## src/rtl/spi_pg_pkg.sv

```systemverilog
package spi_pg_pkg;
  localparam int WORD_W   = 16;
  localparam int PAGE_W   = 4;
  localparam int ADDR_W   = 6;
  localparam int CMD_DIR  = 15;
  localparam int PAGE_LSB = 11;
  localparam int ADDR_LSB = 5;

  typedef enum logic [1:0] {PH_CMD, PH_RD, PH_WR} phase_t;

  typedef struct packed {
    logic              rd;
    logic [PAGE_W-1:0] page;
    logic [ADDR_W-1:0] addr;
  } cmd_t;

  function automatic cmd_t decode_cmd(input logic [WORD_W-1:0] w);
    cmd_t c;
    c.rd   = w[CMD_DIR];
    c.page = w[PAGE_LSB +: PAGE_W];
    c.addr = w[ADDR_LSB +: ADDR_W];
    return c;
  endfunction
endpackage

```

## src/rtl/spi_pin_sync.sv

```systemverilog
module spi_pin_sync #(
  parameter int STAGES = 2
) (
  input  logic clk,
  input  logic rst_n,
  input  logic ss_n,
  input  logic sclk,
  input  logic mosi,
  output logic ss_act,
  output logic sclk_rise,
  output logic sclk_fall,
  output logic mosi_s
);
  localparam logic [2:0] IDLE_PINS = 3'b100;  // {ss_n, sclk, mosi}

  logic [STAGES-1:0][2:0] stg;
  logic                   sclk_prev;
  logic                   sclk_s;

  always_ff @(posedge clk or negedge rst_n) begin
    if (!rst_n) begin
      stg       <= {STAGES{IDLE_PINS}};
      sclk_prev <= 1'b0;
    end else begin
      stg[0] <= {ss_n, sclk, mosi};
      for (int i = 1; i < STAGES; i++) stg[i] <= stg[i-1];
      sclk_prev <= stg[STAGES-1][1];
    end
  end

  assign sclk_s    = stg[STAGES-1][1];
  assign ss_act    = !stg[STAGES-1][2];
  assign mosi_s    = stg[STAGES-1][0];
  assign sclk_rise = ss_act && sclk_s && !sclk_prev;
  assign sclk_fall = ss_act && !sclk_s && sclk_prev;
endmodule

```

## src/rtl/spi_word_shifter.sv

```systemverilog
module spi_word_shifter
  import spi_pg_pkg::*;
(
  input  logic              clk,
  input  logic              rst_n,
  input  logic              ss_act,
  input  logic              sclk_rise,
  input  logic              sclk_fall,
  input  logic              mosi_s,
  input  logic              tx_load,
  input  logic [WORD_W-1:0] tx_word,
  output logic [WORD_W-1:0] rx_word,
  output logic              word_done,
  output logic              miso
);
  localparam int CNT_W = $clog2(WORD_W);
  localparam logic [CNT_W-1:0] LAST_BIT = CNT_W'(WORD_W - 1);

  logic [CNT_W-1:0]  bit_cnt;
  logic [WORD_W-1:0] rx_sh;
  logic [WORD_W-1:0] tx_sh;

  always_ff @(posedge clk or negedge rst_n) begin
    if (!rst_n) begin
      bit_cnt   <= '0;
      rx_sh     <= '0;
      tx_sh     <= '0;
      rx_word   <= '0;
      word_done <= 1'b0;
      miso      <= 1'b0;
    end else begin
      word_done <= 1'b0;
      if (!ss_act) begin
        bit_cnt <= '0;
        tx_sh   <= '0;
        miso    <= 1'b0;
      end else begin
        if (tx_load) begin
          tx_sh <= tx_word;
        end else if (sclk_rise) begin
          miso  <= tx_sh[WORD_W-1];
          tx_sh <= {tx_sh[WORD_W-2:0], 1'b0};
        end
        if (sclk_fall) begin
          rx_sh <= {rx_sh[WORD_W-2:0], mosi_s};
          if (bit_cnt == LAST_BIT) begin
            bit_cnt   <= '0;
            rx_word   <= {rx_sh[WORD_W-2:0], mosi_s};
            word_done <= 1'b1;
          end else begin
            bit_cnt <= bit_cnt + 1'b1;
          end
        end
      end
    end
  end

  // output stays quiet while deselected
  p_miso_idle_r1: assert property (@(posedge clk) disable iff (!rst_n)
    !ss_act |=> !miso);

  // deselect always leaves the bit counter at zero
  p_bitcnt_clear_r8: assert property (@(posedge clk) disable iff (!rst_n)
    !ss_act |=> (bit_cnt == '0) && !word_done);
endmodule

```

## src/rtl/spi_pg_ctrl.sv

```systemverilog
module spi_pg_ctrl
  import spi_pg_pkg::*;
#(
  parameter int NUM_PAGES  = 3,
  parameter int PAGE_WORDS = 32
) (
  input  logic                  clk,
  input  logic                  rst_n,
  input  logic                  ss_act,
  input  logic                  word_done,
  input  logic [WORD_W-1:0]     rx_word,
  output logic                  tx_load,
  output logic [WORD_W-1:0]     tx_word,
  output logic                  rf_rd_en,
  output logic                  rf_wr_en,
  output logic [PAGE_W-1:0]     rf_page,
  output logic [ADDR_W-1:0]     rf_addr,
  output logic [WORD_W-1:0]     rf_wdata,
  input  logic [WORD_W-1:0]     rf_rdata,
  input  logic [PAGE_WORDS-1:0] res_load,
  output logic [PAGE_WORDS-1:0] res_fresh
);
  localparam int PTR_W = ADDR_W + 1;
  localparam logic [PTR_W-1:0]  PTR_END = PTR_W'(PAGE_WORDS);
  localparam logic [PAGE_W-1:0] PG_END  = PAGE_W'(NUM_PAGES);

  phase_t            phase_q;
  logic [PAGE_W-1:0] page_q;
  logic [PTR_W-1:0]  ptr_q;
  cmd_t              cmd;
  logic              is_cmd, fetch, f_ok, wr_go, rd_clr;
  logic [PAGE_W-1:0] f_page;
  logic [PTR_W-1:0]  f_ptr, ptr_inc;
  logic [PAGE_WORDS-1:0] clr_mask;

  assign cmd     = decode_cmd(rx_word);
  assign is_cmd  = (phase_q == PH_CMD);
  assign ptr_inc = (ptr_q >= PTR_END) ? ptr_q : ptr_q + 1'b1;

  always_comb begin
    fetch  = word_done && (is_cmd ? cmd.rd : (phase_q == PH_RD));
    f_page = is_cmd ? cmd.page : page_q;
    f_ptr  = is_cmd ? {1'b0, cmd.addr} : ptr_inc;
    f_ok   = (f_page < PG_END) && (f_ptr < PTR_END);
    wr_go  = word_done && (phase_q == PH_WR) && (page_q != '0) &&
             (page_q < PG_END) && (ptr_q < PTR_END);
    rd_clr = word_done && (phase_q == PH_RD) && (page_q == '0) &&
             (ptr_q < PTR_END);
  end

  assign rf_rd_en = fetch && f_ok;
  assign rf_wr_en = wr_go;
  assign rf_page  = wr_go ? page_q : f_page;
  assign rf_addr  = wr_go ? ptr_q[ADDR_W-1:0] : f_ptr[ADDR_W-1:0];
  assign rf_wdata = rx_word;

  generate
    for (genvar i = 0; i < PAGE_WORDS; i++) begin : g_clr
      assign clr_mask[i] = rd_clr && (ptr_q == PTR_W'(i));
    end
  endgenerate

  always_ff @(posedge clk or negedge rst_n) begin
    if (!rst_n) begin
      phase_q   <= PH_CMD;
      page_q    <= '0;
      ptr_q     <= '0;
      tx_load   <= 1'b0;
      tx_word   <= '0;
      res_fresh <= '0;
    end else begin
      tx_load   <= fetch;
      if (fetch) tx_word <= f_ok ? rf_rdata : '1;
      res_fresh <= (res_fresh & ~clr_mask) | res_load;
      if (!ss_act) begin
        phase_q <= PH_CMD;
      end else if (word_done) begin
        if (is_cmd) begin
          phase_q <= cmd.rd ? PH_RD : PH_WR;
          page_q  <= cmd.page;
          ptr_q   <= {1'b0, cmd.addr};
        end else begin
          ptr_q <= ptr_inc;
        end
      end
    end
  end

  // writes only ever reach writable pages, inside the page
  p_wr_legal_r6: assert property (@(posedge clk) disable iff (!rst_n)
    rf_wr_en |-> (rf_page != '0) && (rf_page < PG_END) && (rf_addr < ADDR_W'(PAGE_WORDS)));

  // no fetch toward an absent page
  p_rd_legal_r7: assert property (@(posedge clk) disable iff (!rst_n)
    rf_rd_en |-> (rf_page < PG_END));

  // read and write strobes never coincide
  p_excl_r5: assert property (@(posedge clk) disable iff (!rst_n)
    !(rf_rd_en && rf_wr_en));

  // once past the end, the pointer holds
  p_ptr_sat_r4: assert property (@(posedge clk) disable iff (!rst_n)
    (ss_act && word_done && !is_cmd && (ptr_q >= PTR_END)) |=> (ptr_q == $past(ptr_q)));

  // a load always leaves its flag set
  p_fresh_set_r9: assert property (@(posedge clk) disable iff (!rst_n)
    (|res_load) |=> ((res_fresh & $past(res_load)) == $past(res_load)));
endmodule

```

## src/rtl/spi_paged_regs.sv

```systemverilog
module spi_paged_regs
  import spi_pg_pkg::*;
#(
  parameter int NUM_PAGES   = 3,
  parameter int PAGE_WORDS  = 32,
  parameter int SYNC_STAGES = 2
) (
  input  logic                  clk,
  input  logic                  rst_n,
  input  logic                  spi_ss_n,
  input  logic                  spi_sclk,
  input  logic                  spi_mosi,
  output logic                  spi_miso,
  output logic                  rf_rd_en,
  output logic                  rf_wr_en,
  output logic [3:0]            rf_page,
  output logic [5:0]            rf_addr,
  output logic [15:0]           rf_wdata,
  input  logic [15:0]           rf_rdata,
  input  logic [PAGE_WORDS-1:0] res_load,
  output logic [PAGE_WORDS-1:0] res_fresh
);
  logic              ss_act, sclk_rise, sclk_fall, mosi_s;
  logic              word_done, tx_load;
  logic [WORD_W-1:0] rx_word, tx_word;

  spi_pin_sync #(.STAGES(SYNC_STAGES)) u_sync (
    .clk(clk), .rst_n(rst_n), .ss_n(spi_ss_n), .sclk(spi_sclk), .mosi(spi_mosi),
    .ss_act(ss_act), .sclk_rise(sclk_rise), .sclk_fall(sclk_fall), .mosi_s(mosi_s)
  );

  spi_word_shifter u_shift (
    .clk(clk), .rst_n(rst_n), .ss_act(ss_act), .sclk_rise(sclk_rise),
    .sclk_fall(sclk_fall), .mosi_s(mosi_s), .tx_load(tx_load), .tx_word(tx_word),
    .rx_word(rx_word), .word_done(word_done), .miso(spi_miso)
  );

  spi_pg_ctrl #(.NUM_PAGES(NUM_PAGES), .PAGE_WORDS(PAGE_WORDS)) u_ctrl (
    .clk(clk), .rst_n(rst_n), .ss_act(ss_act), .word_done(word_done),
    .rx_word(rx_word), .tx_load(tx_load), .tx_word(tx_word),
    .rf_rd_en(rf_rd_en), .rf_wr_en(rf_wr_en), .rf_page(rf_page),
    .rf_addr(rf_addr), .rf_wdata(rf_wdata), .rf_rdata(rf_rdata),
    .res_load(res_load), .res_fresh(res_fresh)
  );
endmodule

```

## config.mk

```make
export PLATFORM = sky130hd
export DESIGN_NAME = spi_paged_regs
export DESIGN_NICKNAME = d
export VERILOG_FILES = /design/src/rtl/spi_pg_pkg.sv /design/src/rtl/spi_pin_sync.sv /design/src/rtl/spi_word_shifter.sv /design/src/rtl/spi_pg_ctrl.sv /design/src/rtl/spi_paged_regs.sv
export SDC_FILE = /design/constraint.sdc
export NUM_CORES = 1
export LEC_CHECK = 0
export CAP_MARGIN = 0
export CORE_AREA = 2 2 107 150
export CTS_CLUSTER_SIZE = 30
export DETAILED_ROUTE_END_ITERATION = 12
export DIE_AREA = 0 0 109 152
export PLACE_DENSITY = 0.67
export REMOVE_ABC_BUFFERS = 1
export SYNTH_ARGS = -nofsm -noshare
export SYNTH_HDL_FRONTEND = slang
export SYNTH_SLANG_ARGS = --single-unit
```

## constraint.sdc

```tcl
create_clock -name clk -period 2.4 [get_ports clk]
set_clock_uncertainty 0.1 [all_clocks]
set_input_delay 0.36 -clock clk [delete_from_list [all_inputs] [get_ports clk]]
set_output_delay 0.36 -clock clk [all_outputs]
set_load 0.01 [all_outputs]
```

==> flow_summary.json <==
{
  "regArea_sq_um": 3060,
  "synth_warnings": 0,
  "routabilityCongestion": 0.838,
  "violations": "negative setup slack",
  "fin_crit_sh_pct": 108,
  "startpoint_type": "flip-flop",
  "die_h_um": 152,
  "fillers": 1358,
  "nNetsFinal": 696,
  "io_pins": 114,
  "ys.flop_type": "dfrtp_1",
  "ir_worst_vdd_mv": 0.377,
  "drtIter0Drc": 178,
  "postPlaceCellArea_sq_um": 6880,
  "max_freq_ghz": 0.386,
  "power.internal_mw": 3.72,
  "cts_buffer_depth": 2,
  "die_x_um": 109,
  "cts_max_level": 4,
  "num_rows": 54,
  "outcome": "complete, but fails checks",
  "yosysMostFrequentCell": "dfrtp_1",
  "synth-edff-count": 0,
  "grt_setup_unrepaired": "true",
  "grt_pass1_wl_um": 21800,
  "layout_setup_ws_ns": -0.191,
  "dp.cells": 800,
  "synth_fa_ha_area_share_pct": 1.20,
  "hold_violations": 0,
  "clkSinkCount": 122,
  "slew_viol_final": 0,
  "multi_input_area_sq_um": 2170,
  "cts_made_buffers": 17,
  "period_needed_ns": 2.59,
  "synth-compound-area-share_pct": 13.0,
  "die_area_sq_um": 16600,
  "port_buffers": 113,
  "syn_area_per_cell_sq_um": 11.2,
  "worstSkewPairLatency_ns": 0.41,
  "relSlewSlack_pct": 60.9,
  "synth_xor_area_share_pct": 0.335,
  "viasPerCell": 4.86,
  "path_clk_slew_ns": 0.06,
  "vias": 4114,
  "postRouteAntennaNets": 0,
  "max-cap-violations": 0,
  "drt_wl_total_um": 13400,
  "final_util_pct": 50.0,
  "grtUsageTotal_pct": 16.8,
  "synth_simple_gate_area_share_pct": 14.4,
  "tightest_slew_ns": 0.587,
  "hold_slack_ns": 0.251,
  "seq_area_frac_synth_pct": 58.4,
  "initial_utilization_pct": 34.1,
  "yosys.cell_types.count": 50,
  "core_region_area_sq_um": 15300,
  "endpoint_kind": "output port",
  "grt_pass1_vias": 4381,
  "design_area_sq_um": 7660,
  "combPwrFrac_pct": 4.9,
  "setup_viol": 4,
  "drc": 0,
  "antenna_found_initial": 0,
  "synth_top_area_cell": "dfrtp_1",
  "tritoncts": "yes",
  "synth_top_area_share_pct": 57.4,
  "synth_area_leaders": "dfrtp_1, mux2_2, nand2b_1",
  "clock_power_share_pct": 50.2,
  "firstDrtPassIters": 4,
  "synth.mux.area_fraction_pct": 10.5,
  "overflow": 0,
  "switching_share_pct": 23.2,
  "p_switching_mw": 1.13,
  "cts_root_buf": "clkbuf_16",
  "synthCells": 468,
  "fin_cells": 847,
  "syn_to_final_growth_pct": 46.5,
  "wl_per_cell_um": 15.8,
  "leakagePower_nw": 3.20,
  "min_path_type": "flip-flop to flip-flop",
  "powerDensity_nw_per_um2": 632,
  "cp.arrival_ns": 2.13,
  "synthTopCellsByCount": "dfrtp_1, nand2_1, nor2_1, o21ai_0, nand2b_1",
  "synth-async-reset-ratio_pct": 100,
  "cp.required_ns": 1.94,
  "dp_hpwl_um": 9310,
  "synth_top_family_by_area": "simple AND/OR/NAND/NOR gates",
  "netlist_area_sq_um": 5230,
  "drive_gt1_share_pct": 26.1,
  "p_seq_share_pct": 45.0,
  "num_antenna_cells": 0,
  "path_class": "flip-flop to output port",
  "ys_ff_latch": 122,
  "grt_max_degree": 46,
  "cp_max_fo": 6
}
[cell type report]
class / count / area share (%)
well taps: 196 / 3.20
inverters: 4 / 0.196
multi-input cells: 320 / 28.3
flip-flops and latches: 122 / 39.9
clock inverters: 14 / 1.76
clock buffers: 18 / 5.60
repair buffers: 173 / 21.0
[kinds of logic (layout without fill, tap and decap cells)]
logic type               Yosys count  after routing
AO/OA/AOI/OAI                    106            106
XOR/XNOR                           2              2
adder cells (fa/ha/maj)            5              5
buffers and inverters             26            209
flip-flops                       122            122
multiplexers                      50             50
AND/OR/NAND/NOR                  157            157
[worst paths after layout]
kind                            slack [ns]  cells after the start                           from                        endpoint
worst max-delay path                 -0.19                      6    u_ctrl.ptr_q[6]$_DFFE_PN0P_                        rf_rd_en
min in group asynchronous             0.30                      2                          rst_n  u_ctrl.res_fresh[14]$_DFF_PN0_
worst max register to register        0.33                      6  u_ctrl.phase_q[1]$_DFFE_PN0P_    u_ctrl.page_q[0]$_DFFE_PN0P_
worst min register to register        0.25                      0        u_sync.stg[0]$_DFF_PN0_         u_sync.mosi_s$_DFF_PN0_
max in group asynchronous             1.30                      3                          rst_n   u_shift.rx_sh[12]$_DFFE_PN0P_
worst min-delay path                  0.25                      0        u_sync.stg[0]$_DFF_PN0_         u_sync.mosi_s$_DFF_PN0_
[routing by layer]
metal	vias to the layer above	global-route usage (%)	part of all wire, %
met1	1987	19.8	41
li1	1981	-	-
met4	0	5.19	1.6
met5	-	0	0
met2	129	29.1	53
met3	17	4.68	5.1
[flip-flops by register name (all words and copies together) (netlist names)]
signal             count
u_shift.rx_word       16
u_sync.mosi_s          1
u_ctrl.ptr_q           7
u_sync.sclk_s          1
u_ctrl.page_q          4
u_shift.miso           1
u_shift.tx_sh         16
u_shift.word_done      1
u_sync.stg             4
u_shift.rx_sh         15
u_ctrl.tx_load         1
u_ctrl.res_fresh      32
u_shift.bit_cnt        4
u_ctrl.tx_word        16
u_ctrl.phase_q         2
u_sync.sclk_prev       1
[what timing repair did]
item | CTS | global route
setup endpoints to repair | 12 | 7
gates resized for setup | 71 | 10
gates cloned | 1 | 0
hold endpoints to repair | 21 | 0
hold buffers | 1 | 0
buffers inserted | 12 | 2
pin swaps | 5 | 5
[cell usage in the layout (no fill, tap or decap), types with 2 or more instances in the layout]
cell type / synthesis / final
dfrtp_1: 120 / 116
clkdlybuf4s50_1: 0 / 100
buf_4: 0 / 51
nand2_1: 49 / 49
nor2_1: 49 / 46
o21ai_0: 42 / 37
nand2b_1: 35 / 35
mux2_2: 34 / 34
a21oi_1: 20 / 18
clkbuf_16: 0 / 17
o31ai_1: 15 / 15
mux2i_1: 14 / 14
a21oi_2: 10 / 11
buf_6: 1 / 9
inv_6: 0 / 7
o22a_1: 6 / 6
nor2b_1: 6 / 6
ha_1: 5 / 5
buf_2: 5 / 5
o21ai_1: 2 / 4
clkinvlp_4: 0 / 4
dlygate4sd2_1: 0 / 4
dfrtp_2: 0 / 4
inv_1: 3 / 3
nor2_2: 1 / 3
o21ai_2: 0 / 3
xor2_1: 2 / 2
and3_4: 0 / 2
and2_4: 1 / 2
a22oi_1: 2 / 2
or3_1: 2 / 2
buf_12: 0 / 2
dfstp_2: 2 / 2
[critical path: stages (launching register included)]
cell,delay [ns]
dfrtp_2,0.47
nor4bb_4,0.08
a311o_1,0.34
buf_4,0.15
a2111oi_4,0.37
and2_4,0.22
buf_6,0.10
[through the flow]
stage	setup WS, ns	power, mW	setup TNS [ns]
after global placement	-0.170	2.44	-0.205
after global routing	-0.278	5.03	-0.681
after detailed placement	-0.190	2.45	-0.351
after CTS	-0.208	4.91	-0.326
after floorplan	-0.505	2.28	-7.90
final	-0.191	4.84	-0.297
[power groups by stage]
stage | Clock (mW) | Combinational, mW | Sequential (mW)
2_1_floorplan | 0 | 0.0829 | 2.20
3_3_place_gp | 0 | 0.232 | 2.21
3_5_place_dp | 0 | 0.237 | 2.22
4_1_cts | 2.49 | 0.242 | 2.18
5_1_grt | 2.59 | 0.257 | 2.19
6_report | 2.43 | 0.235 | 2.18
Note: power is estimated with default switching activity, not from simulation.
